`src/rtl/txstat_pkg.sv`:
```
package txstat_pkg;

  localparam logic [15:0] TL_VLAN      = 16'h8100;
  localparam logic [15:0] TL_MACCTRL   = 16'h8808;
  localparam logic [15:0] OPC_PAUSE    = 16'h0001;
  localparam int unsigned LEN_LIMIT    = 1500;
  localparam int unsigned HDR_BYTES    = 14;
  localparam int unsigned FCS_BYTES    = 4;
  localparam int unsigned MIN_FRAME    = 64;
  localparam int unsigned MIN_PAYLOAD  = 46;
  localparam int unsigned DA_BYTES     = 6;
  localparam int unsigned TL_HI_IDX    = 12;
  localparam int unsigned TL_LO_IDX    = 13;
  localparam int unsigned OP_HI_IDX    = 14;
  localparam int unsigned OP_LO_IDX    = 15;
  localparam int unsigned VEC_BYTES    = 7;
  localparam int unsigned VEC_W        = 8 * VEC_BYTES;

  localparam logic [31:0] CRC_INIT     = 32'hFFFF_FFFF;
  localparam logic [31:0] CRC_POLY_R   = 32'hEDB8_8320;
  localparam logic [31:0] CRC_RESIDUE  = 32'hDEBB_20E3;

  // Record layout, most significant field first (bit 55 down to bit 0).
  typedef struct packed {
    logic [3:0]  zero_hi;     // 55:52
    logic        vlan;        // 51
    logic        backpress;   // 50
    logic        pause;       // 49
    logic        ctrl;        // 48
    logic [15:0] wire_bytes;  // 47:32
    logic        underrun;    // 31
    logic        giant;       // 30
    logic        late_coll;   // 29
    logic        exc_coll;    // 28
    logic        exc_defer;   // 27
    logic        deferred;    // 26
    logic        bcast;       // 25
    logic        mcast;       // 24
    logic        done;        // 23
    logic        len_range;   // 22
    logic        len_err;     // 21
    logic        crc_err;     // 20
    logic [3:0]  ncoll;       // 19:16
    logic [15:0] frame_bytes; // 15:0
  } txstat_vec_t;

  function automatic logic [31:0] crc_step(input logic [31:0] c, input logic [7:0] d);
    logic [31:0] r;
    r = c;
    for (int i = 0; i < 8; i++) begin
      if (r[0] ^ d[i]) r = (r >> 1) ^ CRC_POLY_R;
      else             r = r >> 1;
    end
    return r;
  endfunction

endpackage

```
`src/rtl/txstat_hdr.sv`:
```
module txstat_hdr
  import txstat_pkg::*;
#(
  parameter int CW = 16
) (
  input  logic          clk,
  input  logic          rst,
  input  logic          clr,
  input  logic          vld,
  input  logic [7:0]    dat,
  input  logic [CW-1:0] idx,
  output logic          bcast_o,
  output logic          mcast_o,
  output logic [15:0]   tl_o,
  output logic          tl_vld_o,
  output logic [15:0]   op_o,
  output logic          op_vld_o,
  output logic          crc_good_o
);

  logic        ones_q;
  logic        grp_q;
  logic [15:0] tl_q;
  logic [15:0] op_q;
  logic [31:0] crc_q;
  logic        da_seen;

  always_ff @(posedge clk) begin
    if (rst || clr) begin
      ones_q <= 1'b1;
      grp_q  <= 1'b0;
      tl_q   <= '0;
      op_q   <= '0;
      crc_q  <= CRC_INIT;
    end else if (vld) begin
      if (idx < CW'(DA_BYTES)) ones_q <= ones_q & (dat == 8'hFF);
      if (idx == '0)            grp_q  <= dat[0];
      if (idx == CW'(TL_HI_IDX)) tl_q[15:8] <= dat;
      if (idx == CW'(TL_LO_IDX)) tl_q[7:0]  <= dat;
      if (idx == CW'(OP_HI_IDX)) op_q[15:8] <= dat;
      if (idx == CW'(OP_LO_IDX)) op_q[7:0]  <= dat;
      crc_q <= crc_step(crc_q, dat);
    end
  end

  assign da_seen    = (idx >= CW'(DA_BYTES));
  assign bcast_o    = ones_q & da_seen;
  assign mcast_o    = grp_q & da_seen & ~bcast_o;
  assign tl_o       = tl_q;
  assign tl_vld_o   = (idx >= CW'(HDR_BYTES));
  assign op_o       = op_q;
  assign op_vld_o   = (idx >= CW'(OP_LO_IDX + 1));
  assign crc_good_o = (crc_q == CRC_RESIDUE);

endmodule

```
`src/rtl/txstat_cnt.sv`:
```
module txstat_cnt #(
  parameter int CW         = 16,
  parameter int EXDEF_BITS = 24287
) (
  input  logic          clk,
  input  logic          rst,
  input  logic          act,
  input  logic          fs,
  input  logic          vld,
  input  logic          coll,
  input  logic          dfr,
  input  logic          bp,
  input  logic [3:0]    cfg_retmax,
  input  logic [5:0]    cfg_colwin,
  output logic [CW-1:0] att_o,
  output logic [CW-1:0] wire_o,
  output logic [3:0]    ncoll_o,
  output logic          late_o,
  output logic          excoll_o,
  output logic          deferred_o,
  output logic          exdef_o,
  output logic          bp_o
);

  localparam int DW      = $clog2(EXDEF_BITS + 2);
  localparam int DEF_SAT = EXDEF_BITS + 1;

  logic [CW-1:0] att_q, wire_q;
  logic [4:0]    nc_q, nc_nx;
  logic [DW-1:0] dcnt_q;
  logic          dfl_q, bp_q;

  assign nc_nx = nc_q + {4'b0000, coll};

  always_ff @(posedge clk) begin
    if (rst) begin
      att_q  <= '0;
      wire_q <= '0;
      nc_q   <= '0;
      dcnt_q <= '0;
      dfl_q  <= 1'b0;
      bp_q   <= 1'b0;
    end else if (act) begin
      if (fs) begin
        att_q  <= '0;
        wire_q <= '0;
        nc_q   <= '0;
        dcnt_q <= '0;
        dfl_q  <= 1'b0;
        bp_q   <= 1'b0;
      end else begin
        if (vld) begin
          att_q  <= att_q + 1'b1;
          wire_q <= wire_q + 1'b1;
        end
        if (coll) begin
          att_q <= '0;
          if (nc_q != 5'd31) nc_q <= nc_nx;
        end
        if (dfr) begin
          dfl_q <= 1'b1;
          if (dcnt_q < DW'(DEF_SAT)) dcnt_q <= dcnt_q + 1'b1;
        end
        if (bp) bp_q <= 1'b1;
      end
    end
  end

  assign att_o      = att_q;
  assign wire_o     = wire_q;
  assign ncoll_o    = (nc_nx > 5'd15) ? 4'hF : nc_nx[3:0];
  assign excoll_o   = act & coll & (nc_nx > {1'b0, cfg_retmax});
  assign late_o     = act & coll & (att_q > CW'(cfg_colwin));
  assign exdef_o    = (dcnt_q > DW'(EXDEF_BITS));
  assign deferred_o = dfl_q & ~exdef_o;
  assign bp_o       = bp_q;

endmodule

```
`src/rtl/txstat_wr.sv`:
```
module txstat_wr
  import txstat_pkg::*;
#(
  parameter int AW = 13
) (
  input  logic             clk,
  input  logic             rst,
  input  logic             start,
  input  logic [VEC_W-1:0] vec,
  input  logic [AW-1:0]    base,
  input  logic             gnt,
  output logic             req_o,
  output logic             we_o,
  output logic [AW-1:0]    addr_o,
  output logic [7:0]       data_o,
  output logic             done_o,
  output logic             idle_o
);

  localparam int KW = $clog2(VEC_BYTES + 1);

  typedef enum logic [1:0] {S_IDLE, S_REQ, S_SEND} wr_state_t;

  wr_state_t        st_q;
  logic [VEC_W-1:0] sh_q;
  logic [KW-1:0]    cnt_q;

  always_ff @(posedge clk) begin
    if (rst) begin
      st_q   <= S_IDLE;
      sh_q   <= '0;
      cnt_q  <= '0;
      req_o  <= 1'b0;
      we_o   <= 1'b0;
      addr_o <= '0;
      data_o <= '0;
      done_o <= 1'b0;
    end else begin
      we_o   <= 1'b0;
      done_o <= 1'b0;
      case (st_q)
        S_IDLE: begin
          if (start) begin
            sh_q   <= vec;
            addr_o <= base + AW'(1);
            req_o  <= 1'b1;
            st_q   <= S_REQ;
          end
        end
        S_REQ: begin
          if (gnt) begin
            req_o  <= 1'b0;
            we_o   <= 1'b1;
            data_o <= sh_q[7:0];
            sh_q   <= {8'h00, sh_q[VEC_W-1:8]};
            cnt_q  <= KW'(1);
            st_q   <= S_SEND;
          end
        end
        default: begin
          if (cnt_q < KW'(VEC_BYTES)) begin
            we_o   <= 1'b1;
            addr_o <= addr_o + AW'(1);
            data_o <= sh_q[7:0];
            sh_q   <= {8'h00, sh_q[VEC_W-1:8]};
            cnt_q  <= cnt_q + 1'b1;
          end else begin
            done_o <= 1'b1;
            st_q   <= S_IDLE;
          end
        end
      endcase
    end
  end

  assign idle_o = (st_q == S_IDLE);

endmodule

```
`src/rtl/txstat_gen.sv`:
```
module txstat_gen
  import txstat_pkg::*;
#(
  parameter int AW         = 13,
  parameter int CW         = 16,
  parameter int EXDEF_BITS = 24287
) (
  input  logic          clk,
  input  logic          rst,
  input  logic          fs_i,
  input  logic          byte_vld_i,
  input  logic [7:0]    byte_i,
  input  logic          coll_i,
  input  logic          defer_i,
  input  logic          bp_i,
  input  logic          end_i,
  input  logic          abort_i,
  input  logic [15:0]   cfg_maxlen_i,
  input  logic [3:0]    cfg_retmax_i,
  input  logic [5:0]    cfg_colwin_i,
  input  logic          cfg_lenchk_i,
  input  logic [AW-1:0] cfg_end_ptr_i,
  output logic          buf_req_o,
  input  logic          buf_gnt_i,
  output logic          buf_we_o,
  output logic [AW-1:0] buf_addr_o,
  output logic [7:0]    buf_data_o,
  output logic          done_o
);

  logic          act;
  logic          dec_clr;
  logic          bcast, mcast, tl_vld, op_vld, crc_good;
  logic [15:0]   tl, op;
  logic [CW-1:0] att, wire_n;
  logic [3:0]    ncoll;
  logic          late, excoll, deferred, exdef, bp_seen;
  logic          fatal, finish_ok, trigger;
  logic          is_len, size_ok, ctrl;
  txstat_vec_t   vec;

  assign dec_clr = act & (fs_i | coll_i);

  txstat_hdr #(.CW(CW)) u_hdr (
    .clk(clk), .rst(rst), .clr(dec_clr), .vld(act & byte_vld_i), .dat(byte_i), .idx(att),
    .bcast_o(bcast), .mcast_o(mcast), .tl_o(tl), .tl_vld_o(tl_vld),
    .op_o(op), .op_vld_o(op_vld), .crc_good_o(crc_good)
  );

  txstat_cnt #(.CW(CW), .EXDEF_BITS(EXDEF_BITS)) u_cnt (
    .clk(clk), .rst(rst), .act(act), .fs(fs_i), .vld(byte_vld_i), .coll(coll_i),
    .dfr(defer_i), .bp(bp_i), .cfg_retmax(cfg_retmax_i), .cfg_colwin(cfg_colwin_i),
    .att_o(att), .wire_o(wire_n), .ncoll_o(ncoll), .late_o(late), .excoll_o(excoll),
    .deferred_o(deferred), .exdef_o(exdef), .bp_o(bp_seen)
  );

  assign fatal     = excoll | late;
  assign finish_ok = act & end_i & ~fatal;
  assign trigger   = act & (end_i | abort_i | fatal);

  assign is_len  = (tl <= 16'(LEN_LIMIT));
  assign size_ok = (32'(att) == 32'(tl) + 32'(HDR_BYTES + FCS_BYTES)) ||
                   ((32'(att) == 32'(MIN_FRAME)) && (tl <= 16'(MIN_PAYLOAD)));
  assign ctrl    = tl_vld & (tl == TL_MACCTRL);

  always_comb begin
    vec             = '0;
    vec.frame_bytes = 16'(att);
    vec.wire_bytes  = 16'(wire_n);
    vec.ncoll       = ncoll;
    vec.exc_coll    = excoll;
    vec.late_coll   = late;
    vec.bcast       = bcast;
    vec.mcast       = mcast;
    vec.vlan        = tl_vld & (tl == TL_VLAN);
    vec.ctrl        = ctrl;
    vec.pause       = ctrl & op_vld & (op == OPC_PAUSE);
    vec.len_range   = tl_vld & ~is_len;
    vec.len_err     = cfg_lenchk_i & tl_vld & is_len & ~size_ok;
    vec.deferred    = deferred;
    vec.exc_defer   = exdef;
    vec.giant       = (32'(att) > 32'(cfg_maxlen_i));
    vec.backpress   = bp_seen;
    vec.done        = finish_ok;
    vec.crc_err     = finish_ok & ~crc_good;
  end

  txstat_wr #(.AW(AW)) u_wr (
    .clk(clk), .rst(rst), .start(trigger), .vec(vec), .base(cfg_end_ptr_i),
    .gnt(buf_gnt_i), .req_o(buf_req_o), .we_o(buf_we_o), .addr_o(buf_addr_o),
    .data_o(buf_data_o), .done_o(done_o), .idle_o(act)
  );

endmodule

```
`config.mk`:
```
export PLATFORM = sky130hd
export DESIGN_NAME = txstat_gen
export DESIGN_NICKNAME = d
export VERILOG_FILES = /design/src/rtl/txstat_pkg.sv /design/src/rtl/txstat_hdr.sv /design/src/rtl/txstat_cnt.sv /design/src/rtl/txstat_wr.sv /design/src/rtl/txstat_gen.sv
export SDC_FILE = /design/constraint.sdc
export NUM_CORES = 1
export LEC_CHECK = 0
export ABC_AREA = 1
export BUFFER_PORTS_ARGS = -buffer_cell sky130_fd_sc_hd__buf_2
export CAP_MARGIN = 20
export CORE_UTILIZATION = 56
export CTS_BUF_LIST = sky130_fd_sc_hd__clkbuf_16
export DETAILED_ROUTE_END_ITERATION = 10
export PLACE_DENSITY_LB_ADDON = 0.3
export SYNTH_ARGS = -nofsm -noshare
export SYNTH_HDL_FRONTEND = slang
export SYNTH_HIERARCHICAL = 1
export SYNTH_SLANG_ARGS = --single-unit
```
`constraint.sdc`:
```
create_clock -name clk -period 2.8 [get_ports clk]
set_input_delay 0.14 -clock clk [delete_from_list [all_inputs] [get_ports clk]]
set_output_delay 0.14 -clock clk [all_outputs]
set_load 0.03 [all_outputs]
```
# ---- Word-level counts from Yosys, hierarchy flattened
# Cells that the tools add are included.
dict set report word_totals {
  elab_cells 204
  in_bits 58
  ff_bits 205
  output_inout_bits 24
}
dict set report classes {
  n_reduce_logical 34
  bitwise_logic 50
  n_addsub 8
  n_eq_ne 16
  muxes 62
  n_lt_le_gt_ge 13
}
# op n
set op_table {}
lappend op_table {{2-to-1 mux 32 bit} 22}
lappend op_table {{2-to-1 mux 56 bit} 3}
lappend op_table {{inverter 13 -> 14 bit} 8}
lappend op_table {{case mux 56 bit (2 select lines)} 1}
lappend op_table {{2-to-1 mux 16 bit} 5}
lappend op_table {{equality test 16 x 4 -> 1 bit, second input constant} 4}
lappend op_table {{2-to-1 mux 15 bit} 3}
lappend op_table {{adder 16 x 1 -> 16 bit, second input constant} 2}
lappend op_table {{equality test 16 bit, second input constant} 2}
lappend op_table {{equality test 32 bit, second input constant} 1}
lappend op_table {{adder 13 x 1 -> 13 bit, second input constant} 2}
lappend op_table {{2-to-1 mux 13 bit} 2}
lappend op_table {{case mux 13 bit (2 select lines)} 1}
lappend op_table {{bitwise AND 1 bit} 22}
lappend op_table {{AND reduction 3 bit} 7}
lappend op_table {{AND reduction 2 bit} 10}
lappend op_table {{nonzero test 2 bit} 9}
lappend op_table {{adder 16 x 5 -> 17 bit, second input constant} 1}
lappend op_table {{equality test 16 x 17 -> 1 bit} 1}
lappend op_table {{equality test 16 x 1 -> 1 bit, second input constant} 1}
lappend op_table {{equality test 16 x 7 -> 1 bit, second input constant} 1}
lappend op_table {{>= comparator 16 x 3 -> 1 bit, second input constant} 1}
lappend op_table {{>= comparator 16 x 4 -> 1 bit, second input constant} 1}
lappend op_table {{>= comparator 16 x 5 -> 1 bit, second input constant} 1}
lappend op_table {{37 further kinds} 72}

# ---- Depth between registers and ports, before layout
# Gate-level depths: netlist of the first run.
dict set report logic_depth {
  ltp_word 30
  mapped_depth 20
  mapped_depth_nobuf 19
}

# ---- Hierarchy
# Netlist of the first run, hierarchy kept.
# module cells_per_inst n_inst area_each_um2
set modules_own_cells {}
lappend modules_own_cells {txstat_wr 545 1 3846.2}
lappend modules_own_cells {txstat_hdr 557 1 3733.6}
lappend modules_own_cells {txstat_cnt 510 1 3335.7}
lappend modules_own_cells {txstat_gen 278 1 1415.1}

# ---- Worst setup path before layout of the first run
# No wires, ideal clock.
dict set report synth_path {
  kind {flip-flop to flip-flop}
  from {register u_wr.st_q[1]}
  to {register u_wr.addr_o[4]}
  setup_ns 0.056
  t_arrival_ns 2.561
  synth_period_minus_slack_ns 2.617
  n_path_buf 4
  stages_incl_launch_ff 18
  setup_slack_ns 0.183
  cell_sequence {dfxtp_1 -> buf_2 -> nor2_4 -> buf_4 -> clkbuf_1 -> nand2_1 -> a21oi_1 -> nor2_1 -> a21oi_1 -> nor2_1 -> inv_2 -> nand3_1 -> inv_2 -> buf_2 -> nor2_1 -> nor2_1 -> o21ai_1 -> inv_1}
}
dict set report synth_between {
  elab_chain_cells 8
}
# element line
set synth_lines {}
lappend synth_lines {{from (decl)} txstat_wr.sv:24} ;# wr_state_t st_q;
lappend synth_lines {{from (signal assigned)} txstat_wr.sv:30} ;# st_q <= S_IDLE;
lappend synth_lines {{from (signal assigned)} txstat_wr.sv:47} ;# st_q <= S_REQ;
lappend synth_lines {{from (signal assigned)} txstat_wr.sv:57} ;# st_q <= S_SEND;
lappend synth_lines {{logical NOT 2 bit} txstat_wr.sv:76} ;# assign idle_o = (st_q == S_IDLE);
lappend synth_lines {{net act} txstat_gen.sv:31} ;# logic act;
lappend synth_lines {{bitwise AND 1 bit (2 in series)} txstat_cnt.sv:72} ;# assign excoll_o = act & coll & (nc_nx > {1'b0, cfg_retmax});
lappend synth_lines {{net excoll} txstat_gen.sv:37} ;# logic late, excoll, deferred, exdef, bp_seen;
lappend synth_lines {{OR 1 bit} txstat_gen.sv:57} ;# assign fatal = excoll | late;
lappend synth_lines {{OR 1 bit} txstat_gen.sv:59} ;# assign trigger = act & (end_i | abort_i | fatal);
lappend synth_lines {{bitwise AND 1 bit} txstat_gen.sv:59}
lappend synth_lines {{net trigger} txstat_gen.sv:38} ;# logic fatal, finish_ok, trigger;
lappend synth_lines {{inequality test 2 bit (no source line)} n/a}
lappend synth_lines {{AND reduction 3 bit (no source line)} n/a}
lappend synth_lines {{to (signal assigned)} txstat_wr.sv:45} ;# addr_o <= base + AW'(1);
lappend synth_lines {{to (signal assigned)} txstat_wr.sv:63} ;# addr_o <= addr_o + AW'(1);
lappend synth_lines {{to (decl)} txstat_wr.sv:14} ;# output logic [AW-1:0] addr_o,
# The timed path passes the listed nets, and every way through them passes these cells.
# A chain may end at the register's enable or synchronous reset.

# ---- Final worst setup path of the first run
dict set report layout_path {
  from {register u_cnt.nc_q[0]}
  to {register u_wr.sh_q[18]}
}
dict set report layout_between {
  elab_chain_cells 8
}
# element line
set layout_lines {}
lappend layout_lines {{from (decl)} txstat_cnt.sv:29} ;# logic [4:0] nc_q, nc_nx;
lappend layout_lines {{from (signal assigned)} txstat_cnt.sv:58} ;# if (nc_q != 5'd31) nc_q <= nc_nx;
lappend layout_lines {{adder 5 x 1 -> 5 bit} txstat_cnt.sv:33} ;# assign nc_nx = nc_q + {4'b0000, coll};
lappend layout_lines {{> comparator 5 x 4 -> 1 bit} txstat_cnt.sv:72}
lappend layout_lines {{bitwise AND 1 bit} txstat_cnt.sv:72}
lappend layout_lines {{net excoll} txstat_gen.sv:37}
lappend layout_lines {{OR 1 bit} txstat_gen.sv:57}
lappend layout_lines {{OR 1 bit} txstat_gen.sv:59}
lappend layout_lines {{bitwise AND 1 bit} txstat_gen.sv:59}
lappend layout_lines {{net trigger} txstat_gen.sv:38}
lappend layout_lines {{inequality test 2 bit (no source line)} n/a}
lappend layout_lines {{AND reduction 3 bit (no source line)} n/a}
lappend layout_lines {{to (signal assigned)} txstat_wr.sv:44} ;# sh_q <= vec;
lappend layout_lines {{to (signal assigned)} txstat_wr.sv:55} ;# sh_q <= {8'h00, sh_q[VEC_W-1:8]};
lappend layout_lines {{to (signal assigned)} txstat_wr.sv:65} ;# sh_q <= {8'h00, sh_q[VEC_W-1:8]};
lappend layout_lines {{to (decl)} txstat_wr.sv:25} ;# logic [VEC_W-1:0] sh_q;
# The timed path passes the listed nets, and every way through them passes these cells. The select of a mux whose other input is x is not followed.

==> results of run 1 <==
## cells by family (layout without fill, tap and decap cells)
kind of cell,Yosys count,count (layout),synth area share [%]
AOI/OAI and AO/OA,315,315,13.9
DFF,205,205,33.3
other,1,5,0.0304
adders and majority gates,34,34,3.45
and+or+nand+nor,998,998,36.0
buffers and inverters,287,419,9.69
xor gates and xnor gates,50,50,3.73
## placed cells by master (no fill, tap or decap), types with 9 or more instances in the layout
cell                        count
sky130_fd_sc_hd__xnor2_1       14
sky130_fd_sc_hd__o21ai_1       53
sky130_fd_sc_hd__xor2_1        32
sky130_fd_sc_hd__nand4_1       36
sky130_fd_sc_hd__ha_1          30
sky130_fd_sc_hd__inv_1        199
sky130_fd_sc_hd__nand2_4        9
sky130_fd_sc_hd__o21ai_0       55
sky130_fd_sc_hd__nor2_1       183
sky130_fd_sc_hd__buf_4         58
sky130_fd_sc_hd__nand2_2       22
sky130_fd_sc_hd__nor3_1        20
sky130_fd_sc_hd__nor2_2        17
sky130_fd_sc_hd__nor2_4        11
sky130_fd_sc_hd__nand3_1      120
sky130_fd_sc_hd__o21ai_2       15
sky130_fd_sc_hd__inv_2         22
sky130_fd_sc_hd__buf_2         81
sky130_fd_sc_hd__a21oi_1      116
sky130_fd_sc_hd__nor4_1        17
sky130_fd_sc_hd__clkbuf_16     26
sky130_fd_sc_hd__a31oi_1       50
sky130_fd_sc_hd__dfxtp_1      203
sky130_fd_sc_hd__nand2_1      528
## where the power goes
part / switching (uW) / leakage, uW / internal [uW]
logic: 3250 / 0.00437 / 1900
registers: 495 / 0.00167 / 3550
clock network: 1170 / 0.000355 / 1570
total: 4920 / 0.00640 / 7020
## worst min-delay path: stages
cell                       delay [ps]
sky130_fd_sc_hd__buf_2            160
sky130_fd_sc_hd__nor2_1           120
sky130_fd_sc_hd__a211oi_1          50
## what timing repair did
action | in CTS | in global routing
gates cloned | 4 | 3
hold buffers | 7 | 0
gates resized for setup | 20 | 42
pin swaps | 8 | 14
buffers inserted | 19 | 2
setup endpoints to repair | 71 | 72
endpoints found under the hold margin | 10 | 0
## cell type report
type	count	area share, %
well taps	275	2.39
clock inverters	15	0.651
inverters	220	5.76
repair buffers	161	8.37
flip-flops and latches	205	28.5
multi-input cells	1402	50.4
clock buffers	23	3.99
## through the flow
| step | total power (uW) | instance area (um2) | std cells | TNS [ps] |
|---|---|---|---|---|
| floorplan | 7350 | 12300 | 1894 | 0 |
| global placement | 8280 | 13100 | 2231 | -2710 |
| detailed placement | 8390 | 13100 | 2231 | -10440 |
| CTS | 11700 | 14200 | 2299 | -1260 |
| global route | 12700 | 14400 | 2301 | -10760 |
| finish | 11900 | 14400 | 2301 | -1510 |
## per-layer routing
layer / wire length, um / track usage [%] / vias to the layer above
met5: 0 / 0 / -
met4: 1010 / 9.14 / 0
met3: 2250 / 3.18 / 76
met2: 16300 / 50.9 / 485
met1: 14400 / 38.2 / 5864
li1: - / - / 6402
## worst paths after layout
kind / slack, ps / cells after the start / end
setup / recovery: -70 / 19 / u_wr/sh_q[18]$_SDFFE_PP0P_
hold / removal: 10 / 3 / u_hdr/op_o[13]$_SDFFE_PP0P_
setup reg to reg: -70 / 19 / u_wr/sh_q[18]$_SDFFE_PP0P_
hold reg to reg: 460 / 2 / u_hdr/op_o[10]$_SDFFE_PP0P_
## registers in the layout, summed over array words and instances, names as in the netlist
signal,count
u_cnt/att_o,16
u_cnt/nc_q,5
u_wr/addr_o,13
u_wr/st_q,2
u_hdr/ones_q,1
u_wr/data_o,8
u_hdr/grp_q,1
u_wr/req_o,1
u_hdr/op_o,16
u_wr/we_o,1
u_wr/cnt_q,3
u_wr/done_o,1
u_cnt/bp_o,1
u_hdr/tl_o,16
u_hdr/crc_q,32
u_cnt/wire_o,16
u_cnt/dfl_q,1
u_cnt/dcnt_q,15
u_wr/sh_q,56
==> load_flow_metrics.sql, run 1 <==
INSERT INTO impl_metrics (metric_group, metric, value, unit) VALUES
('floorplan', 'initial_core_util', '57.9', '%'),
('layout', 'diodes', '0', ''),
('place', 'portBuffers', '81', ''),
('setup_path', 'path_buf_inv', '4', ''),
('logic_synthesis', 'synth_top_area_cell', 'sky130_fd_sc_hd__dfxtp_1', ''),
('worst_hold_path', 'hold_path_startpoint', 'byte_i[5]', ''),
('global_route', 'grt_pass1_wl', '54200', 'um'),
('logic_synthesis', 'yosys.area.top_type_share', '33.3', '%'),
('floorplan', 'dieHeight', '150', 'um'),
('logic_synthesis', 'ys.warnings.count', '6', ''),
('logic_synthesis', 'commonest_cells_post_synth', 'sky130_fd_sc_hd__nand2_1 (530), sky130_fd_sc_hd__dfxtp_1 (205), sky130_fd_sc_hd__inv_1 (195), sky130_fd_sc_hd__nor2_1 (189), sky130_fd_sc_hd__nand3_1 (123)', ''),
('setup_path', 'crit_path_start_kind', 'register', ''),
('logic_synthesis', 'postSynth.asyncResetShare', '0', '%'),
('timing', 'max_freq', '0.348', 'GHz'),
('setup_path', 'cp_cell_sequence', 'ha_4 > nand3_2 > xor2_1 > inv_1 > ha_4 > nand2_4 > o21ai_2 > o21ai_2 > a21oi_2 > nor2_2 > a21oi_2 > nor2_1 > inv_2 > nand2_4 > nor2_4 > buf_12 > buf_12 > o21ai_1 > a31oi_1', ''),
('timing', 'finalCritPeriodShare', '103', '%'),
('logic_synthesis', 'yosys_register_bits', '205', ''),
('global_route', 'congestion_overflow_gr', '0', ''),
('logic_synthesis', 'synth.distinct_cells', '51', ''),
('detailed_routing', 'num_vias', '12827', ''),
('floorplan', 'core_area', '0.0213', 'mm2'),
('place', 'dpl_worst_slack', '-199', 'ps'),
('timing', 'worst_hold_slack', '13.1', 'ps'),
('setup_path', 'crit_required', '3220', 'ps'),
('clocking', 'cts.sink_count', '205', ''),
('logic_synthesis', 'most_used_standard_cell_by_instance_count_after_synthesis', 'sky130_fd_sc_hd__nand2_1', ''),
('status', 'failed_checks', 'setup timing', ''),
('logic_synthesis', 'syn_inst', '1890', ''),
('setup_path', 'setup.worst_path.end_class', 'register', ''),
('power_and_ir_drop', 'power_per_cell_area', '828', 'mW/mm2'),
('global_route', 'number_of_global_route_vias_before_repair', '11481', ''),
('floorplan', 'rows', '53', ''),
('setup_path', 'r2r-start', 'u_cnt/nc_q[0]$_SDFFE_PP0P_', ''),
('worst_hold_path', 'hp-class', 'primary input to register', ''),
('setup_path', 'critical-path-max-stage-delay', '350', 'ps'),
('floorplan', 'fp.dieW', '150', 'um'),
('clocking', 'cts-buffers-inserted', '23', ''),
('setup_path', 'timing.critical_path.from', 'u_cnt/nc_q[0]$_SDFFE_PP0P_', ''),
('global_route', 'grt_start_max_net_pins', '69', ''),
('setup_path', 'critPathMaxFanout', '8', ''),
('timing', 'finalSetupViolations', '50', ''),
('detailed_routing', 'avgViaCountPerCell', '5.57', ''),
('setup_path', 'critical-path-top-delay-family', 'compound AO/OA/AOI/OAI gates', ''),
('layout', 'synthToLayoutAreaGrowth', '16.9', '%'),
('flow_run', 'max-cap-violations', '0', ''),
('setup_path', 'worstPathArrival', '3290', 'ps'),
('timing', 'layout_setup_ws', '-73.4', 'ps'),
('clocking', 'root_buffer', 'sky130_fd_sc_hd__clkbuf_16', ''),
('layout', 'fillCellCount', '1763', ''),
('logic_synthesis', 'synth_area_leaders', 'sky130_fd_sc_hd__dfxtp_1 (33%), sky130_fd_sc_hd__nand2_1 (16%), sky130_fd_sc_hd__inv_1 (5.9%), sky130_fd_sc_hd__nor2_1 (5.8%), sky130_fd_sc_hd__nand3_1 (5.0%)', ''),
('timing', 'rsz0062_at_grt', 'true', ''),
('clocking', 'cts_max_level', '1', ''),
('clocking', 'cts-root-to-sink-buffers', '3', ''),
('detailed_routing', 'wl', '34000', 'um'),
('detailed_routing', 'drt_iter0_drc', '1083', ''),
('place', 'gp_routability_congestion', '0.921', ''),
('timing', 'final.setup_skew', '12.3', 'ps'),
('power_and_ir_drop', 'leakagePower', '0.00640', 'uW'),
('detailed_routing', 'routed_wire_length_per_instance', '14.8', 'um'),
('clocking', 'worst_setup_hold_path_clk_slew', '60', 'ps'),
('timing', 'final_period_minus_worst_setup_slack', '2870', 'ps'),
('detailed_routing', 'drt_pass1_iterations', '5', ''),
('layout', 'post_route_cells_drive_above_1_share', '15.4', '%'),
('layout', 'fin_nets', '2105', ''),
('global_route', 'global_route_usage_over_all_layers', '29.4', '%'),
('timing', 'report.final.hold_viol_count', '0', ''),
('detailed_routing', 'final_antenna_net_count', '0', ''),
('logic_synthesis', 'synth.cell_area', '0.0123', 'mm2'),
('status', 'outcome', 'finished, violations left', ''),
('setup_path', 'worstSetupPathType', 'register to register', ''),
('logic_synthesis', 'synth-edff-count', '0', '');
Power figures use the tool's default switching activity.
==> inputs of run 2 (changes only) <==
--- a/config.mk
+++ b/config.mk
@@ -8,8 +8,10 @@
 export ABC_AREA = 1
 export BUFFER_PORTS_ARGS = -buffer_cell sky130_fd_sc_hd__buf_2
 export CAP_MARGIN = 20
-export CORE_UTILIZATION = 56
+export CORE_MARGIN = 10
+export CORE_UTILIZATION = 33
 export CTS_BUF_LIST = sky130_fd_sc_hd__clkbuf_16
+export CTS_CLUSTER_DIAMETER = 100
 export DETAILED_ROUTE_END_ITERATION = 10
 export PLACE_DENSITY_LB_ADDON = 0.3
 export SYNTH_ARGS = -nofsm -noshare
==> run 2 against run 1 <==
  * The run still ends with setup timing left
  * Sequential power about the same
  * Sequential cell count unchanged
  * Routed wire length increased by 8.8%
  * Power increased by 6.6%
  * Sequential share of layout area decreased by 1.0 points
  * Count of clock-buffer cells in the layout unchanged
  * Setup slack improved by 20 ps
  * Critical path depth unchanged
  * Critical path type unchanged
==> load_flow_metrics.sql, run 2 (synthesis results as in run 1) <==
INSERT INTO impl_metrics (metric_group, metric, value, unit) VALUES
('worst_hold_path', 'min_delay_path_depth', '2', ''),
('layout', 'largest_register', 'u_wr/sh_q', ''),
('clocking', 'cts-buffers-inserted', '23', ''),
('setup_path', 'crit_required', '3260', 'ps'),
('place', 'portBuffers', '81', ''),
('setup_path', 'critPathMaxFanout', '6', ''),
('global_route', 'antenna_violations_before_repair', '1', ''),
('setup_path', 'critPathMostFrequentCell', 'sky130_fd_sc_hd__ha_4', ''),
('power_and_ir_drop', 'worst_ir_drop_vdd', '0.475', 'mV'),
('global_route', 'grt_start_max_net_pins', '69', ''),
('power_and_ir_drop', 'power_frac_comb', '43.8', '%'),
('power_and_ir_drop', 'p_sw_share', '39.9', '%'),
('detailed_routing', 'drc_errors', '0', ''),
('detailed_routing', 'final_antenna_net_count', '0', ''),
('detailed_routing', 'num_vias', '12619', ''),
('layout', 'mostFrequentLayoutCell', 'sky130_fd_sc_hd__nand2_1', ''),
('place', 'dp.cells', '2419', ''),
('clocking', 'cts_tree', 'built', ''),
('status', 'failed_checks', 'setup timing', ''),
('timing', 'worst_margin_slew', '919', 'ps'),
('floorplan', 'fp.dieW', '213', 'um'),
('layout', 'synthToLayoutAreaGrowth', '21.3', '%'),
('detailed_routing', 'wl', '36900', 'um'),
('layout', 'registers_with_the_most_flip_flops', 'u_wr/sh_q (56), u_hdr/crc_q (32)', ''),
('timing', 'final_period_minus_worst_setup_slack', '2850', 'ps'),
('floorplan', 'dieHeight', '213', 'um'),
('layout', 'finish.utilization', '40.7', '%'),
('clocking', 'cts-root-to-sink-buffers', '3', ''),
('detailed_routing', 'drt_iter0_drc', '1003', ''),
('power_and_ir_drop', 'power_frac_seq', '31.6', '%'),
('floorplan', 'design.portCount', '82', ''),
('timing', 'report.final.hold_viol_count', '0', ''),
('detailed_routing', 'drt_pass1_iterations', '5', ''),
('timing', 'max_freq', '0.350', 'GHz'),
('power_and_ir_drop', 'p_int', '7650', 'uW'),
('timing', 'finalCritPeriodShare', '102', '%'),
('floorplan', 'full_die_area', '0.0455', 'mm2'),
('global_route', 'grt_pass1_wl', '58400', 'um'),
('layout', 'mostFrequentLayoutCells', 'sky130_fd_sc_hd__nand2_1 (524), sky130_fd_sc_hd__dfxtp_1 (203), sky130_fd_sc_hd__inv_1 (197)', ''),
('setup_path', 'worstSetupPathType', 'register to register', ''),
('global_route', 'global_route_usage_over_all_layers', '15.4', '%'),
('timing', 'final_max_slew_viol_count', '0', ''),
('power_and_ir_drop', 'power_per_cell_area', '852', 'mW/mm2'),
('timing', 'finalSetupViolations', '35', ''),
('timing', 'rsz0062_at_grt', 'true', ''),
('floorplan', 'core_area', '0.0367', 'mm2'),
('layout', 'final_non_filler_cell_total', '2497', ''),
('power_and_ir_drop', 'netSwitchingPower', '5080', 'uW'),
('floorplan', 'rows', '70', ''),
('power_and_ir_drop', 'leakagePower', '0.00650', 'uW'),
('timing', 'worst_hold_slack', '26.7', 'ps'),
('timing', 'layout_setup_ws', '-53.4', 'ps'),
('setup_path', 'crit_path_start_kind', 'register', ''),
('layout', 'fin_nets', '2105', ''),
('layout', 'fillCellCount', '3809', ''),
('layout', 'largest_reg_flops', '56', ''),
('setup_path', 'path_buf_inv', '4', ''),
('detailed_routing', 'routed_wire_length_per_instance', '14.8', 'um'),
('setup_path', 'critical-path-top-delay-family', 'compound AO/OA/AOI/OAI gates', ''),
('clocking', 'cts.sink_count', '205', ''),
('floorplan', 'initial_core_util', '33.6', '%'),
('global_route', 'congestion_overflow_gr', '0', ''),
('detailed_routing', 'avgViaCountPerCell', '5.05', ''),
('layout', 'post_route_cells_drive_above_1_share', '15.4', '%'),
('setup_path', 'worst_path_max_delay_cell', 'sky130_fd_sc_hd__dfxtp_2', ''),
('status', 'outcome', 'finished, violations left', ''),
('timing', 'slew-limit-headroom', '38.2', '%'),
('clocking', 'worst_skew_pair_latency', '530', 'ps'),
('flow_run', 'max-cap-violations', '0', ''),
('place', 'gp_routability_congestion', '0.885', ''),
('setup_path', 'setup.worst_path.end_class', 'register', ''),
('power_and_ir_drop', 'share_clk_of_total_power', '24.6', '%'),
('clocking', 'cts_max_level', '1', ''),
('timing', 'final.setup_skew', '25.0', 'ps'),
('setup_path', 'rr_worst_depth', '19', ''),
('timing', 'setup_total_negative_slack', '-807', 'ps'),
('clocking', 'worst_setup_hold_path_clk_slew', '60', 'ps'),
('clocking', 'root_buffer', 'sky130_fd_sc_hd__clkbuf_16', ''),
('global_route', 'number_of_global_route_vias_before_repair', '11667', ''),
('setup_path', 'critical-path-max-stage-delay', '330', 'ps'),
('worst_hold_path', 'hp-class', 'primary input to register', ''),
('place', 'dp.final_hpwl', '25500', 'um'),
('setup_path', 'worstPathArrival', '3310', 'ps'),
('setup_path', 'timing.critical_path.depth', '19', ''),
('setup_path', 'cp_cell_sequence', 'ha_4 > ha_4 > xnor2_4 > inv_2 > ha_4 > nand2_4 > o21ai_2 > o21ai_2 > a21oi_2 > nor2_2 > a21oi_2 > nor2_1 > inv_2 > nand2_2 > nor2_4 > buf_6 > clkbuf_16 > o21ai_1 > a31oi_1', '');
## run 2: metrics by stage
| stage | worst slack [ps] | total power, uW | cell area [um2] |
|---|---|---|---|
| detailed placement | -211 | 8420 | 13300 |
| floorplan | 183 | 7350 | 12300 |
| CTS | 5.29 | 12000 | 14400 |
| global route | -219 | 13600 | 14900 |
| finish | -53.4 | 12700 | 15000 |
| global placement | -205 | 8350 | 13300 |
## run 2: worst reg2reg max path, delay by kind of cell (launching register included)
kind | cells | cell delay [ps]
AO/OA/AOI/OAI | 6 | 790
XOR/XNOR | 1 | 150
adder cells (fa/ha/maj) | 3 | 620
buffers and inverters | 4 | 490
flip-flops | 1 | 330
AND/OR/NAND/NOR | 5 | 420
## run 2: per-layer routing
layer	GRT usage, %	part of all wire [%]	vias up	routed length [um]
met4	4.23	1.9	0	705
met5	0	0	-	0
met2	25.3	46	350	17100
met3	2.65	6.2	42	2270
met1	20.2	46	5826	16900
li1	-	-	6401	-
## run 2: final cells by class
| type | count | area [um2] | area share (%) |
|---|---|---|---|
| Clock buffer | 23 | 576 | 3.85 |
| Tap cell | 468 | 586 | 3.92 |
| Timing Repair Buffer | 161 | 1340 | 8.98 |
| Inverter | 220 | 838 | 5.61 |
| Clock inverter | 17 | 198 | 1.32 |
| Multi-Input combinational cell | 1402 | 7300 | 48.8 |
| Sequential cell | 205 | 4110 | 27.5 |
| Antenna cell | 1 | 2.50 | 0.0167 |
## run 2: what timing repair did
| action | in CTS | in global routing |
|---|---|---|
| setup buffers | 8 | 5 |
| cloned | 3 | 10 |
| endpoints found under the setup margin | 71 | 71 |
| endpoints found under the hold margin | 18 | 0 |
| pin swaps | 6 | 11 |
| resized for setup | 21 | 51 |
| hold buffers | 11 | 0 |
## run 2: power groups by stage
stage / Clock, uW / Combinational (uW) / Sequential, uW
5_1_grt: 3320 / 6150 / 4100
3_5_place_dp: 0 / 4370 / 4040
4_1_cts: 3210 / 4780 / 4000
6_report: 3130 / 5580 / 4030
2_1_floorplan: 0 / 3190 / 4160
3_3_place_gp: 0 / 4300 / 4050
## run 2: path summary, 6_finish.rpt
check | to | start | slack (ps)
hold reg to reg | u_hdr/op_o[13]$_SDFFE_PP0P_ | u_hdr/op_o[13]$_SDFFE_PP0P_ | 460
hold / removal | u_wr/done_o$_SDFF_PP0_ | rst | 30
setup / recovery | u_wr/sh_q[29]$_SDFFE_PP0P_ | u_cnt/nc_q[0]$_SDFFE_PP0P_ | -50
setup reg to reg | u_wr/sh_q[29]$_SDFFE_PP0P_ | u_cnt/nc_q[0]$_SDFFE_PP0P_ | -50
==> inputs of run 3 (changes only) <==
--- a/config.mk
+++ b/config.mk
@@ -14,7 +14,9 @@
 export CTS_CLUSTER_DIAMETER = 100
 export DETAILED_ROUTE_END_ITERATION = 10
 export PLACE_DENSITY_LB_ADDON = 0.3
+export SKIP_LAST_GASP = 1
 export SYNTH_ARGS = -nofsm -noshare
 export SYNTH_HDL_FRONTEND = slang
 export SYNTH_HIERARCHICAL = 1
 export SYNTH_SLANG_ARGS = --single-unit
+export TNS_END_PERCENT = 50
==> run 3 against run 2 <==
  * The run still ends with setup timing left
  * Routed wire length down 0.78%
  * Global-route usage did not move
  * First-iteration DRC count is 4.8% higher
  * Die area unchanged
  * Largest cell class unchanged
  * Largest power group unchanged
==> load_flow_metrics.sql, run 3 (synthesis results as in run 1) <==
INSERT INTO impl_metrics (metric_group, metric, value, unit) VALUES
('layout', 'sequential_cell_area', '0.00411', 'mm2'),
('detailed_routing', 'drt_pass1_iterations', '6', ''),
('global_route', 'grt_pass1_wl', '58400', 'um'),
('timing', 'worst_hold_slack', '30.4', 'ps'),
('power_and_ir_drop', 'power_frac_comb', '42.8', '%'),
('power_and_ir_drop', 'p_int', '7510', 'uW'),
('status', 'failed_checks', 'setup timing', ''),
('layout', 'largest_reg_flops', '56', ''),
('floorplan', 'core_area', '0.0367', 'mm2'),
('floorplan', 'full_die_area', '0.0455', 'mm2'),
('flow_run', 'max-cap-violations', '0', ''),
('timing', 'layout_setup_ws', '-28.1', 'ps'),
('clocking', 'cts-buffers-inserted', '23', ''),
('timing', 'worst_margin_slew', '917', 'ps'),
('timing', 'slew-limit-headroom', '38.3', '%'),
('setup_path', 'r2r_setup_slack', '-30', 'ps'),
('layout', 'mostFrequentLayoutCells', 'sky130_fd_sc_hd__nand2_1 (525), sky130_fd_sc_hd__dfxtp_1 (203), sky130_fd_sc_hd__inv_1 (197)', ''),
('power_and_ir_drop', 'p_sw_share', '40.0', '%'),
('global_route', 'grt_start_max_net_pins', '69', ''),
('power_and_ir_drop', 'netSwitchingPower', '5000', 'uW'),
('worst_hold_path', 'hp-class', 'primary input to register', ''),
('timing', 'final_max_slew_viol_count', '0', ''),
('place', 'dp.final_hpwl', '25500', 'um'),
('detailed_routing', 'routed_wire_length_per_instance', '14.7', 'um'),
('place', 'portBuffers', '81', ''),
('layout', 'mostFrequentLayoutCell', 'sky130_fd_sc_hd__nand2_1', ''),
('detailed_routing', 'num_vias', '12543', ''),
('global_route', 'antenna_violations_before_repair', '1', ''),
('detailed_routing', 'avgViaCountPerCell', '5.03', ''),
('clocking', 'cts-root-to-sink-buffers', '3', ''),
('layout', 'post_route_cells_drive_above_1_share', '15.2', '%'),
('floorplan', 'dieHeight', '213', 'um'),
('power_and_ir_drop', 'p_total', '12500', 'uW'),
('place', 'dpl_worst_slack', '-211', 'ps'),
('timing', 'finalCritPeriodShare', '101', '%'),
('layout', 'multiInputGateArea', '0.00729', 'mm2'),
('timing', 'final_period_minus_worst_setup_slack', '2830', 'ps'),
('setup_path', 'setup.worst_path.end_class', 'register', ''),
('timing', 'report.final.hold_viol_count', '0', ''),
('clocking', 'cts_tree', 'built', ''),
('detailed_routing', 'final_antenna_net_count', '0', ''),
('detailed_routing', 'drt_iter0_drc', '1051', ''),
('power_and_ir_drop', 'power_per_cell_area', '842', 'mW/mm2'),
('timing', 'final.setup_skew', '23.1', 'ps'),
('power_and_ir_drop', 'worst_ir_drop_vdd', '0.475', 'mV'),
('power_and_ir_drop', 'power_frac_seq', '32.2', '%'),
('place', 'gp_routability_congestion', '0.885', ''),
('clocking', 'root_buffer', 'sky130_fd_sc_hd__clkbuf_16', ''),
('floorplan', 'fp.dieW', '213', 'um'),
('layout', 'fin_nets', '2101', ''),
('status', 'outcome', 'finished, violations left', ''),
('layout', 'fillCellCount', '3821', ''),
('setup_path', 'critPathMaxFanout', '6', ''),
('timing', 'rsz0062_at_grt', 'true', ''),
('clocking', 'worst_setup_hold_path_clk_slew', '60', 'ps'),
('detailed_routing', 'drc_errors', '0', ''),
('detailed_routing', 'wl', '36700', 'um'),
('layout', 'largest_register', 'u_wr/sh_q', ''),
('global_route', 'congestion_overflow_gr', '0', ''),
('global_route', 'number_of_global_route_vias_before_repair', '11667', ''),
('clocking', 'cts.sink_count', '205', ''),
('setup_path', 'worstSetupPathType', 'register to register', ''),
('setup_path', 'crit_path_start_kind', 'register', ''),
('setup_path', 'worstPathArrival', '3290', 'ps'),
('floorplan', 'design.portCount', '82', ''),
('timing', 'finalSetupViolations', '16', ''),
('clocking', 'cts_max_level', '1', ''),
('timing', 'max_freq', '0.354', 'GHz'),
('power_and_ir_drop', 'leakagePower', '0.00646', 'uW'),
('global_route', 'global_route_usage_over_all_layers', '15.4', '%'),
('power_and_ir_drop', 'share_clk_of_total_power', '24.9', '%'),
('clocking', 'worst_skew_pair_latency', '530', 'ps'),
('layout', 'synthToLayoutAreaGrowth', '20.5', '%'),
('setup_path', 'crit_required', '3260', 'ps'),
('layout', 'registers_with_the_most_flip_flops', 'u_wr/sh_q (56), u_hdr/crc_q (32)', ''),
('floorplan', 'initial_core_util', '33.6', '%'),
('floorplan', 'rows', '70', '');
## run 3: through the flow
stage	cells	util [%]	TNS, ps	area, um2
after floorplan	1894	-	0	12300
after global placement	2419	36.3	-9680	13300
after detailed placement	2419	36.3	-9860	13300
after CTS	2481	39.4	0	14400
after global routing	2492	40.5	-11320	14900
final	2493	40.5	-159	14900
## run 3: final timing paths
check	depth (start not counted)	from	end
hold / removal	2	rst	u_wr/done_o$_SDFF_PP0_
setup reg to reg	19	u_cnt/nc_q[0]$_SDFFE_PP0P_	u_wr/sh_q[36]$_SDFFE_PP0P_
setup / recovery	19	u_cnt/nc_q[0]$_SDFFE_PP0P_	u_wr/sh_q[36]$_SDFFE_PP0P_
hold reg to reg	2	u_hdr/grp_q$_SDFFE_PP0P_	u_hdr/grp_q$_SDFFE_PP0P_
## run 3: power by group through the flow
| stage | clock network, uW | registers, uW | logic, uW |
|---|---|---|---|
| 6_report | 3120 | 4030 | 5360 |
| 5_1_grt | 3320 | 4100 | 5930 |
| 4_1_cts | 3210 | 4000 | 4780 |
| 3_5_place_dp | 0 | 4040 | 4370 |
| 3_3_place_gp | 0 | 4050 | 4300 |
| 2_1_floorplan | 0 | 4160 | 3190 |
## run 3: area by class of cell
class | instances | share of cell area (%)
clock buffer | 23 | 3.87
antenna | 1 | 0.0168
tap | 468 | 3.94
timing repair buffer | 157 | 8.52
clock inverter | 17 | 1.33
inverter | 220 | 5.61
sequential | 205 | 27.6
multi-input combinational | 1402 | 49.1
## run 3: critical path, stage by stage (launching register included)
cell	delay, ps
sky130_fd_sc_hd__dfxtp_2	330
sky130_fd_sc_hd__ha_4	170
sky130_fd_sc_hd__ha_4	170
sky130_fd_sc_hd__xnor2_4	140
sky130_fd_sc_hd__inv_2	70
sky130_fd_sc_hd__ha_4	270
sky130_fd_sc_hd__nand2_4	40
sky130_fd_sc_hd__o21ai_2	150
sky130_fd_sc_hd__o21ai_2	80
sky130_fd_sc_hd__a21oi_2	200
sky130_fd_sc_hd__nor2_2	80
sky130_fd_sc_hd__a21oi_2	120
sky130_fd_sc_hd__nor2_1	60
sky130_fd_sc_hd__inv_2	70
sky130_fd_sc_hd__nand2_2	60
sky130_fd_sc_hd__nor2_4	170
sky130_fd_sc_hd__buf_6	170
sky130_fd_sc_hd__buf_12	120
sky130_fd_sc_hd__o21ai_1	90
sky130_fd_sc_hd__a31oi_4	180
## run 3: timing repair
item | CTS | global route
cloned | 3 | 7
gates resized for setup | 21 | 43
buffers inserted | 8 | 4
hold buffers | 11 | 0
setup endpoints to repair | 71 | 71
endpoints found under the hold margin | 18 | 0
pin swaps | 6 | 10
## run 3: layer usage
| metal | up-vias | wire [um] | global-route usage, % |
|---|---|---|---|
| li1 | 6395 | - | - |
| met1 | 5780 | 17000 | 20.2 |
| met2 | 324 | 16800 | 25.3 |
| met3 | 44 | 2120 | 2.65 |
| met4 | 0 | 706 | 4.23 |
| met5 | - | 0 | 0 |
